==> src/rtl/dlycal_pkg.sv <==
package dlycal_pkg;

  typedef struct packed {
    logic clrAll;
    logic record;
    logic scanClr;
    logic scanStep;
    logic saveRes;
  } dlycal_stb_t;

  typedef enum logic [3:0] {
    ST_IDLE,
    ST_APPLY,
    ST_SETTLE,
    ST_SAMPLE,
    ST_SCAN,
    ST_SAVE,
    ST_DECIDE,
    ST_FINAL
  } dlycal_state_t;

endpackage

==> src/rtl/dlycal_datapath.sv <==
module dlycal_datapath
  import dlycal_pkg::*;
#(
  parameter int NUM_TAPS = 32,
  parameter int TAP_W    = $clog2(NUM_TAPS),
  parameter int LEN_W    = TAP_W + 1
) (
  input  logic                  clk,
  input  logic                  rst_n,
  input  dlycal_stb_t           stb,
  input  logic                  pol,
  input  logic [TAP_W-1:0]      idx,
  input  logic                  chkPass,
  output logic [2*NUM_TAPS-1:0] failMap,
  output logic [LEN_W-1:0]      normLen,
  output logic [TAP_W-1:0]      normMid,
  output logic [LEN_W-1:0]      invLen,
  output logic [TAP_W-1:0]      invMid
);

  // NUM_TAPS is a power of two, so {pol, idx} addresses the map directly
  logic [TAP_W:0]       bitIdx;
  logic [LEN_W-1:0]     curLen, bestLen, runNext;
  logic [TAP_W-1:0]     curStart, bestStart, runStart, midCalc;
  logic                 tapPass;

  assign bitIdx   = {pol, idx};
  assign tapPass  = ~failMap[bitIdx];
  assign runNext  = curLen + LEN_W'(1);
  assign runStart = (curLen == '0) ? idx : curStart;
  assign midCalc  = bestStart + TAP_W'(bestLen >> 1);

  always_ff @(posedge clk or negedge rst_n) begin
    if (!rst_n) begin
      failMap   <= '1;
      normLen   <= '0;
      normMid   <= '0;
      invLen    <= '0;
      invMid    <= '0;
      curLen    <= '0;
      bestLen   <= '0;
      curStart  <= '0;
      bestStart <= '0;
    end else begin
      if (stb.clrAll) begin
        failMap <= '1;
        normLen <= '0;
        normMid <= '0;
        invLen  <= '0;
        invMid  <= '0;
      end
      if (stb.record) failMap[bitIdx] <= ~chkPass;
      if (stb.scanClr) begin
        curLen    <= '0;
        bestLen   <= '0;
        curStart  <= '0;
        bestStart <= '0;
      end else if (stb.scanStep) begin
        if (tapPass) begin
          curLen   <= runNext;
          curStart <= runStart;
          // strict compare keeps the earliest run on a length tie
          if (runNext > bestLen) begin
            bestLen   <= runNext;
            bestStart <= runStart;
          end
        end else begin
          curLen <= '0;
        end
      end
      if (stb.saveRes) begin
        if (pol) begin
          invLen <= bestLen;
          invMid <= midCalc;
        end else begin
          normLen <= bestLen;
          normMid <= midCalc;
        end
      end
    end
  end

endmodule

==> src/rtl/dlycal_ctrl.sv <==
module dlycal_ctrl
  import dlycal_pkg::*;
#(
  parameter int NUM_TAPS = 32,
  parameter int SETTLE_W = 8,
  parameter int MIN_RUN  = 3,
  parameter int TAP_W    = $clog2(NUM_TAPS),
  parameter int LEN_W    = TAP_W + 1
) (
  input  logic                clk,
  input  logic                rst_n,
  input  logic                startCal,
  input  logic [SETTLE_W-1:0] settleCycles,
  input  logic                tapAck,
  input  logic [LEN_W-1:0]    normLen,
  input  logic [TAP_W-1:0]    normMid,
  input  logic [LEN_W-1:0]    invLen,
  input  logic [TAP_W-1:0]    invMid,
  output dlycal_stb_t         stb,
  output logic [TAP_W-1:0]    tap,
  output logic                pol,
  output logic                tapReq,
  output logic                done,
  output logic                calErr
);

  localparam logic [TAP_W-1:0] LAST_TAP = TAP_W'(NUM_TAPS - 1);
  localparam logic [LEN_W-1:0] MIN_LEN  = LEN_W'(MIN_RUN);

  dlycal_state_t       state;
  logic [SETTLE_W-1:0] settleCnt;

  assign tapReq = (state == ST_APPLY) || (state == ST_FINAL);

  always_comb begin
    stb          = '0;
    stb.clrAll   = (state == ST_IDLE) && startCal;
    stb.record   = (state == ST_SAMPLE);
    stb.scanClr  = (state == ST_SAMPLE) && (tap == LAST_TAP);
    stb.scanStep = (state == ST_SCAN);
    stb.saveRes  = (state == ST_SAVE);
  end

  always_ff @(posedge clk or negedge rst_n) begin
    if (!rst_n) begin
      state     <= ST_IDLE;
      tap       <= '0;
      pol       <= 1'b0;
      settleCnt <= '0;
      done      <= 1'b0;
      calErr    <= 1'b0;
    end else begin
      done <= 1'b0;
      unique case (state)
        ST_IDLE: if (startCal) begin
          tap    <= '0;
          pol    <= 1'b0;
          calErr <= 1'b0;
          state  <= ST_APPLY;
        end
        ST_APPLY: if (tapAck) begin
          settleCnt <= '0;
          state     <= ST_SETTLE;
        end
        ST_SETTLE: begin
          if (settleCnt == settleCycles) state <= ST_SAMPLE;
          else settleCnt <= settleCnt + SETTLE_W'(1);
        end
        ST_SAMPLE: begin
          if (tap == LAST_TAP) begin
            tap   <= '0;
            state <= ST_SCAN;
          end else begin
            tap   <= tap + TAP_W'(1);
            state <= ST_APPLY;
          end
        end
        ST_SCAN: begin
          if (tap == LAST_TAP) state <= ST_SAVE;
          else tap <= tap + TAP_W'(1);
        end
        ST_SAVE: state <= ST_DECIDE;
        ST_DECIDE: begin
          if (!pol) begin
            if (normLen >= MIN_LEN) begin
              tap   <= normMid;
              state <= ST_FINAL;
            end else begin
              pol   <= 1'b1;
              tap   <= '0;
              state <= ST_APPLY;
            end
          end else if (normLen == '0 && invLen == '0) begin
            calErr <= 1'b1;
            done   <= 1'b1;
            state  <= ST_IDLE;
          end else if (invLen >= normLen) begin
            tap   <= invMid;
            state <= ST_FINAL;
          end else begin
            pol   <= 1'b0;
            tap   <= normMid;
            state <= ST_FINAL;
          end
        end
        ST_FINAL: if (tapAck) begin
          done  <= 1'b1;
          state <= ST_IDLE;
        end
        default: state <= ST_IDLE;
      endcase
    end
  end

endmodule

==> src/rtl/dlycal_sweep.sv <==
module dlycal_sweep
  import dlycal_pkg::*;
#(
  parameter int NUM_TAPS = 32,
  parameter int SETTLE_W = 8,
  parameter int MIN_RUN  = 3,
  parameter int TAP_W    = $clog2(NUM_TAPS),
  parameter int LEN_W    = TAP_W + 1
) (
  input  logic                  clk,
  input  logic                  rst_n,
  input  logic                  startCal,
  input  logic [SETTLE_W-1:0]   settleCycles,
  input  logic                  tapAck,
  input  logic                  chkPass,
  output logic                  tapReq,
  output logic [TAP_W-1:0]      tapOut,
  output logic                  invPol,
  output logic                  done,
  output logic                  calErr,
  output logic [2*NUM_TAPS-1:0] failMap
);

  dlycal_stb_t      stb;
  logic [LEN_W-1:0] normLen, invLen;
  logic [TAP_W-1:0] normMid, invMid;

  dlycal_ctrl #(
    .NUM_TAPS(NUM_TAPS), .SETTLE_W(SETTLE_W), .MIN_RUN(MIN_RUN),
    .TAP_W(TAP_W), .LEN_W(LEN_W)
  ) u_ctrl (
    .clk(clk), .rst_n(rst_n), .startCal(startCal),
    .settleCycles(settleCycles), .tapAck(tapAck),
    .normLen(normLen), .normMid(normMid), .invLen(invLen), .invMid(invMid),
    .stb(stb), .tap(tapOut), .pol(invPol), .tapReq(tapReq),
    .done(done), .calErr(calErr)
  );

  dlycal_datapath #(
    .NUM_TAPS(NUM_TAPS), .TAP_W(TAP_W), .LEN_W(LEN_W)
  ) u_dp (
    .clk(clk), .rst_n(rst_n), .stb(stb), .pol(invPol), .idx(tapOut),
    .chkPass(chkPass), .failMap(failMap),
    .normLen(normLen), .normMid(normMid), .invLen(invLen), .invMid(invMid)
  );

endmodule

==> config.mk <==
export PLATFORM = sky130hd
export DESIGN_NAME = dlycal_sweep
export DESIGN_NICKNAME = d
export VERILOG_FILES = /design/src/rtl/dlycal_pkg.sv /design/src/rtl/dlycal_datapath.sv /design/src/rtl/dlycal_ctrl.sv /design/src/rtl/dlycal_sweep.sv
export SDC_FILE = /design/constraint.sdc
export NUM_CORES = 1
export LEC_CHECK = 0
export ABC_AREA = 1
export ABC_CLOCK_PERIOD_IN_PS = 3200
export BUFFER_PORTS_ARGS = -buffer_cell sky130_fd_sc_hd__buf_2
export CAP_MARGIN = 5
export CELL_PAD_IN_SITES_DETAIL_PLACEMENT = 1
export CELL_PAD_IN_SITES_GLOBAL_PLACEMENT = 2
export CORE_MARGIN = 2
export CORE_UTILIZATION = 35
export DETAILED_ROUTE_END_ITERATION = 12
export PLACE_DENSITY = 0.79
export SYNTH_ARGS = -nofsm -noshare
export SYNTH_HDL_FRONTEND = slang
export SYNTH_SLANG_ARGS = --single-unit
==> constraint.sdc <==
create_clock -name clk -period 3.2 [get_ports clk]
set_clock_uncertainty 0.05 [all_clocks]
set_input_delay 0.64 -clock clk [delete_from_list [all_inputs] [get_ports clk]]
set_output_delay 0.64 -clock clk [all_outputs]
set_load 0.02 [all_outputs]
# ---- Yosys cells after proc, flatten, opt, wreduce, memory -nomap -nowiden
# Index checks and enable logic that the tools add are counted.
dict set report op_classes {
  n_reduce_logical 21
  order_cmp 5
  bitwise 1
  n_eq_ne 20
  muxes 68
  add_sub_neg 4
}
# op n
set ops {}
lappend ops {{$mux W64} 2}
lappend ops {{$mux W5} 21}
lappend ops {{$mux W6} 13}
lappend ops {{$bwmux W64} 1}
lappend ops {{$pmux W4 S8} 1}
lappend ops {{$mux W4} 6}
lappend ops {{$pmux W5 S4} 1}
lappend ops {{$logic_not A6 Y1} 3}
lappend ops {{$eq A4 B3 Y1 const B} 4}
lappend ops {{$mux W8} 2}
lappend ops {{$pmux W8 S2} 1}
lappend ops {{$mux W1} 12}
lappend ops {{$ne A2 B2 Y1 const B} 6}
lappend ops {{$mux W3} 3}
lappend ops {{$add A8 B1 Y8 const B} 1}
lappend ops {{$eq A4 B2 Y1 const B} 2}
lappend ops {{$eq A8 B8 Y1} 1}
lappend ops {{$ne A2 B1 Y1 const B} 4}
lappend ops {{$reduce_and A4 Y1} 2}
lappend ops {{$reduce_bool A2 Y1} 4}
lappend ops {{$lt A6 B7 Y1 const B} 1}
lappend ops {{$add A6 B1 Y6 const B} 1}
lappend ops {{$bmux W1 S6} 1}
lappend ops {{$demux W1 S6} 1}
lappend ops {{other kinds (18)} 25}
dict set report word_totals {
  in_bits 13
  ff_bits 128
  elab_cells 134
  output_inout_bits 73
}

# ---- Longest topological paths before layout
dict set report logic_depth {
  depth_word 6
  ltp_mapped 15
  depth_no_buf 14
}

# ---- Modules after synthesis
# From an unflattened synthesis, not the netlist that was laid out.
dict set report hier_totals {
  cells_unflattened 989
  hier_area_um2 7460.9
}
# mod n_inst area_each_um2 cells_each seq_area_each_um2
set by_module_without_submodules {}
lappend by_module_without_submodules {dlycal_datapath 1 5781.8 737 2782.7}
lappend by_module_without_submodules {dlycal_ctrl 1 1679.1 252 475.5}

# ---- Least setup slack after synthesis
# No wires, ideal clock.
dict set report synth_timing {
  path_kind {register to register}
  start {register u_dp.curLen[0]}
  end {register u_dp.bestLen[0]}
  path_stages_with_launch 15
  n_path_buf 1
  path_slack_ps 871
  synth_period_minus_slack_ps 2329
  required_time_ps 3031
  arrival_ps 2160
  setup_ps 119
  cell_sequence {dfrtp_1 -> ha_1 -> nand3_1 -> xor2_1 -> inv_1 -> ha_1 -> nand2_1 -> nor2_1 -> nand2_1 -> nor2_1 -> a31oi_1 -> or2_2 -> buf_1 -> nand4_1 -> nand2_1}
}
dict set report synth_via {
  elab_chain_cells 5
  word_cells_on_any_way 8
  classes_between {1 x add/sub; 1 x order compare; 4 x mux; 2 x reduce/logical}
}
# element line_no
set synth_lines {}
lappend synth_lines {{start: declaration} dlycal_datapath.sv:23} ;# logic [LEN_W-1:0] curLen, bestLen, runNext;
lappend synth_lines {{start signal: assignment} dlycal_datapath.sv:60} ;# curLen <= runNext;
lappend synth_lines {{$add A6 B1 Y6 (*)} dlycal_datapath.sv:29} ;# assign runNext = curLen + LEN_W'(1);
lappend synth_lines {{branches (longest 4 deep; another with $gt A6 B6 Y1)} -}
lappend synth_lines {{end signal: assignment} dlycal_datapath.sv:64} ;# bestLen <= runNext;
lappend synth_lines {{end: declaration} dlycal_datapath.sv:23}
# Every way passes the cells marked *. The select of a mux whose other input is x is not followed.
# A chain may end at the register's enable or synchronous reset.

# ---- Final worst setup path
dict set report layout_timing {
  start {register u_dp.curLen[0]}
  end {register u_dp.bestStart[3]}
}
dict set report layout_via {
  elab_chain_cells 6
  word_cells_on_any_way 10
  classes_between {1 x add/sub; 1 x order compare; 5 x mux; 3 x reduce/logical}
}
# element line_no
set layout_lines {}
lappend layout_lines {{branches (longest 6 deep; another with $add A6 B1 Y6)} -}
lappend layout_lines {{end signal: assignment} dlycal_datapath.sv:65} ;# bestStart <= runStart;
lappend layout_lines {{end: declaration} dlycal_datapath.sv:24} ;# logic [TAP_W-1:0] curStart, bestStart, runStart, midCalc;
# Several ways; the timed one is not identified. The select of a mux whose other input is x is not followed.

==> results.toml <==
[detailed_routing]
totalWireLength_um = 24330
num_vias = 6952
antenna_left = 0
wl_per_cell_um = 17.98
dr.pass1.iters = 4
viasPerCell = 5.138
drt_iter0_drc = 308
drc = 0

[power_and_ir_drop]
power.switching_uw = 1946
p_sw_frac = 0.3699
vdd_drop_max_v = 0.0003749
totalPowerFinal_uw = 5260
pwr-share-seq = 0.351
p_per_area_nw_per_um2 = 589.4
comb_power_share = 0.263
clock_power_share = 0.386
p_int_uw = 3315
power_leakage_uw = 0.004261

[grt]
grt_pass1_wl_um = 39790
groute.usage.overall = 0.2148
antenna_found_initial = 0
grt_max_degree = 65
grt-ovfl-total = 0
grt_pass1_vias = 7291

[floorplanning]
rows = 54
ioPinCount = 86
die_area_sq_um = 23180
die_x_um = 152.2
die_y_um = 152.2
core_area_sq_um = 21690
start_util = 0.3546

[synthesis]
synth-main-ff-cell = "dfstp_2"
yosys_warnings = 0
synthTopCellsByArea = "dfstp_2, dfrtp_1, nand2_1"
synth_seq_cells = 127
synth_most_common_cell = "nand2_1"
netlist_area_sq_um = 7691
yosysSeqAreaShare = 0.4236
synth_edf_count = 0
synthTopCellsByCount = "nand2_1, o21ai_0, inv_1, nand3_1, dfstp_2"
avgSynthCellArea_sq_um = 7.864
synth_cells = 978
syn_nets = 1013
yosysTopAreaCell = "dfstp_2"
ys_types = 48
synth.top_cell.area_share = 0.2186
async_reset_ff_frac = 1.000

[worst_setup_path]
critPathMaxStageDelay_ns = 0.42
cp_num_cells = 12
reg2reg_depth = 12
startpoint = "u_dp.curLen[0]$_DFFE_PN0P_"
r2r_start = "u_dp.curLen[0]$_DFFE_PN0P_"
endpoint_kind = "flip-flop"
crit_buf_inv = 1
critPathMaxFanout = 11
critPathSlowestCell = "dfrtp_1"
critPathLaunchType = "flip-flop"
cp_top_family = "simple AND/OR/NAND/NOR gates"
arrival_ns = 3.14
path_cells = "ha_1 > nand3_1 > xor2_1 > inv_1 > ha_1 > nand2_1 > nor2_1 > o21ai_0 > a31oi_1 > nand4_2 > nand3_1 > nand2_1"
crit_required_ns = 3.46
setup.worst_path.class = "flip-flop to flip-flop"

[layout]
multi_input_comb_area_sq_um = 3616
seqCellArea_sq_um = 3259
stdcell_count = 1353
final_nets = 1095
drive_gt1_frac = 0.2358
diodes = 0
area_growth_pct = 16.04
nFillCells = 2688

[timing]
tightest_slew_ns = 0.8882
relSlewSlack = 0.4034
hold_viol_final = 0
setup_tns_ns = 0
finalCriticalPeriod_ns = 2.882
slew_violations = 0
fin_crit_sh = 0.9006
worst_slack_ns = 0.3182
setup_viol = 0
rsz0062_at_grt = "false"
fmaxAchievable_mhz = 347.0

[clocking]
cts_made_buffers = 17
cts-root-buf = "clkbuf_16"
cts_buffer_depth = 2
clock-sinks = 127
htree_levels = 4
cts_tree = "done"
cts_resized = 0
cts_setup_buffers = 0
cts_hold_buffers = 0
clk_latency_ns = 0.43
path_clk_slew_ns = 0.06

[place]
place_inst = 1321
routabilityCongestion = 0.7619
portBuffers = 85
post-place-ws_ns = 0.3257
dp_hpwl_um = 16940

[outcome]
status = "finished, final reports clean"

[worst_hold_path]
hp-class = "primary input to async pin"

[run]
cap_violations = 0
metal layers:
layer	vias to the layer above	track usage	share of wire
met2	99	0.3724	0.49
met1	3459	0.2796	0.46
met3	23	0.03612	0.032
li1	3371	-	-
met4	0	0.05340	0.015
met5	-	0	0
layout by cell type, fill, tap and decap left out, drive strengths merged:
cell type  count
nand2        243
o21ai        192
inv          132
buf          105
nand3         81
dfstp         64
dfrtp         63
nor2          53
ha            21
clkbuf        21
nand4         18
nor3          13
xnor2         12
a21oi         11
xor2          10
nor4           7
o22ai          7
clkinvlp       3
clkinv         3
or2            3
a31oi          3
bufinv         2
o211ai         2
o21bai         1
o21a           1
a21boi         1
fa             1
logic make-up (layout without fill, tap and decap cells):
kind of cell	after synthesis	after routing	share of synthesized area
buffers and inverters	171	266	0.1072
flip-flops	127	127	0.4236
AND/OR/NAND/NOR	418	418	0.2556
XOR/XNOR	22	22	0.02505
adder cells (fa/ha/maj)	22	22	0.03677
AO/OA/AOI/OAI	218	218	0.1518
stage by stage:
step	area, sq um	utilization	hold slack [ns]
2_1_floorplan	7691	-	0.2944
3_3_place_gp	8323	0.3838	0.4101
3_5_place_dp	8323	0.3838	0.4227
4_1_cts	8925	0.4115	0.2077
5_1_grt	8925	0.4115	0.2292
6_report	8925	0.4115	0.1774
registers in the layout, summed over array words and instances, names as in the netlist:
register	count
u_ctrl.done	1
u_dp.bestLen	6
u_dp.normLen	6
u_ctrl.calErr	1
u_dp.invMid	5
u_ctrl.tap	5
u_ctrl.state	3
u_dp.curLen	6
u_dp.normMid	5
u_dp.bestStart	5
u_dp.invLen	6
u_ctrl.settleCnt	8
u_ctrl.pol	1
u_dp.curStart	5
u_dp.failMap	64
worst paths after layout:
check                                                  end  slack (ns)
min reg2reg                      u_ctrl.calErr$_DFFE_PN0P_        0.43
max in group asynchronous      u_dp.bestLen[5]$_DFFE_PN0P_        2.03
min in group clk                 u_ctrl.calErr$_DFFE_PN0P_        0.43
min                        u_ctrl.settleCnt[4]$_DFFE_PN0P_        0.18
max                          u_dp.bestStart[3]$_DFFE_PN0P_        0.32
max reg2reg                  u_dp.bestStart[3]$_DFFE_PN0P_        0.32
power by group through the flow:
stage	Sequential [uW]	Combinational [uW]	Clock [uW]
floorplan	1850	1030	0
global placement	1870	1390	0
detailed placement	1870	1400	0
CTS	1840	1400	2060
global route	1860	1560	2140
finish	1850	1380	2030
cell type report:
type / instances / area share
multi-input combinational: 680 / 0.4052
sequential: 127 / 0.3652
timing repair buffer: 105 / 0.06617
inverter: 129 / 0.05678
clock buffer: 21 / 0.05285
tap: 280 / 0.03925
clock inverter: 11 / 0.01458
No activity file was read; power rests on OpenSTA's default activity.
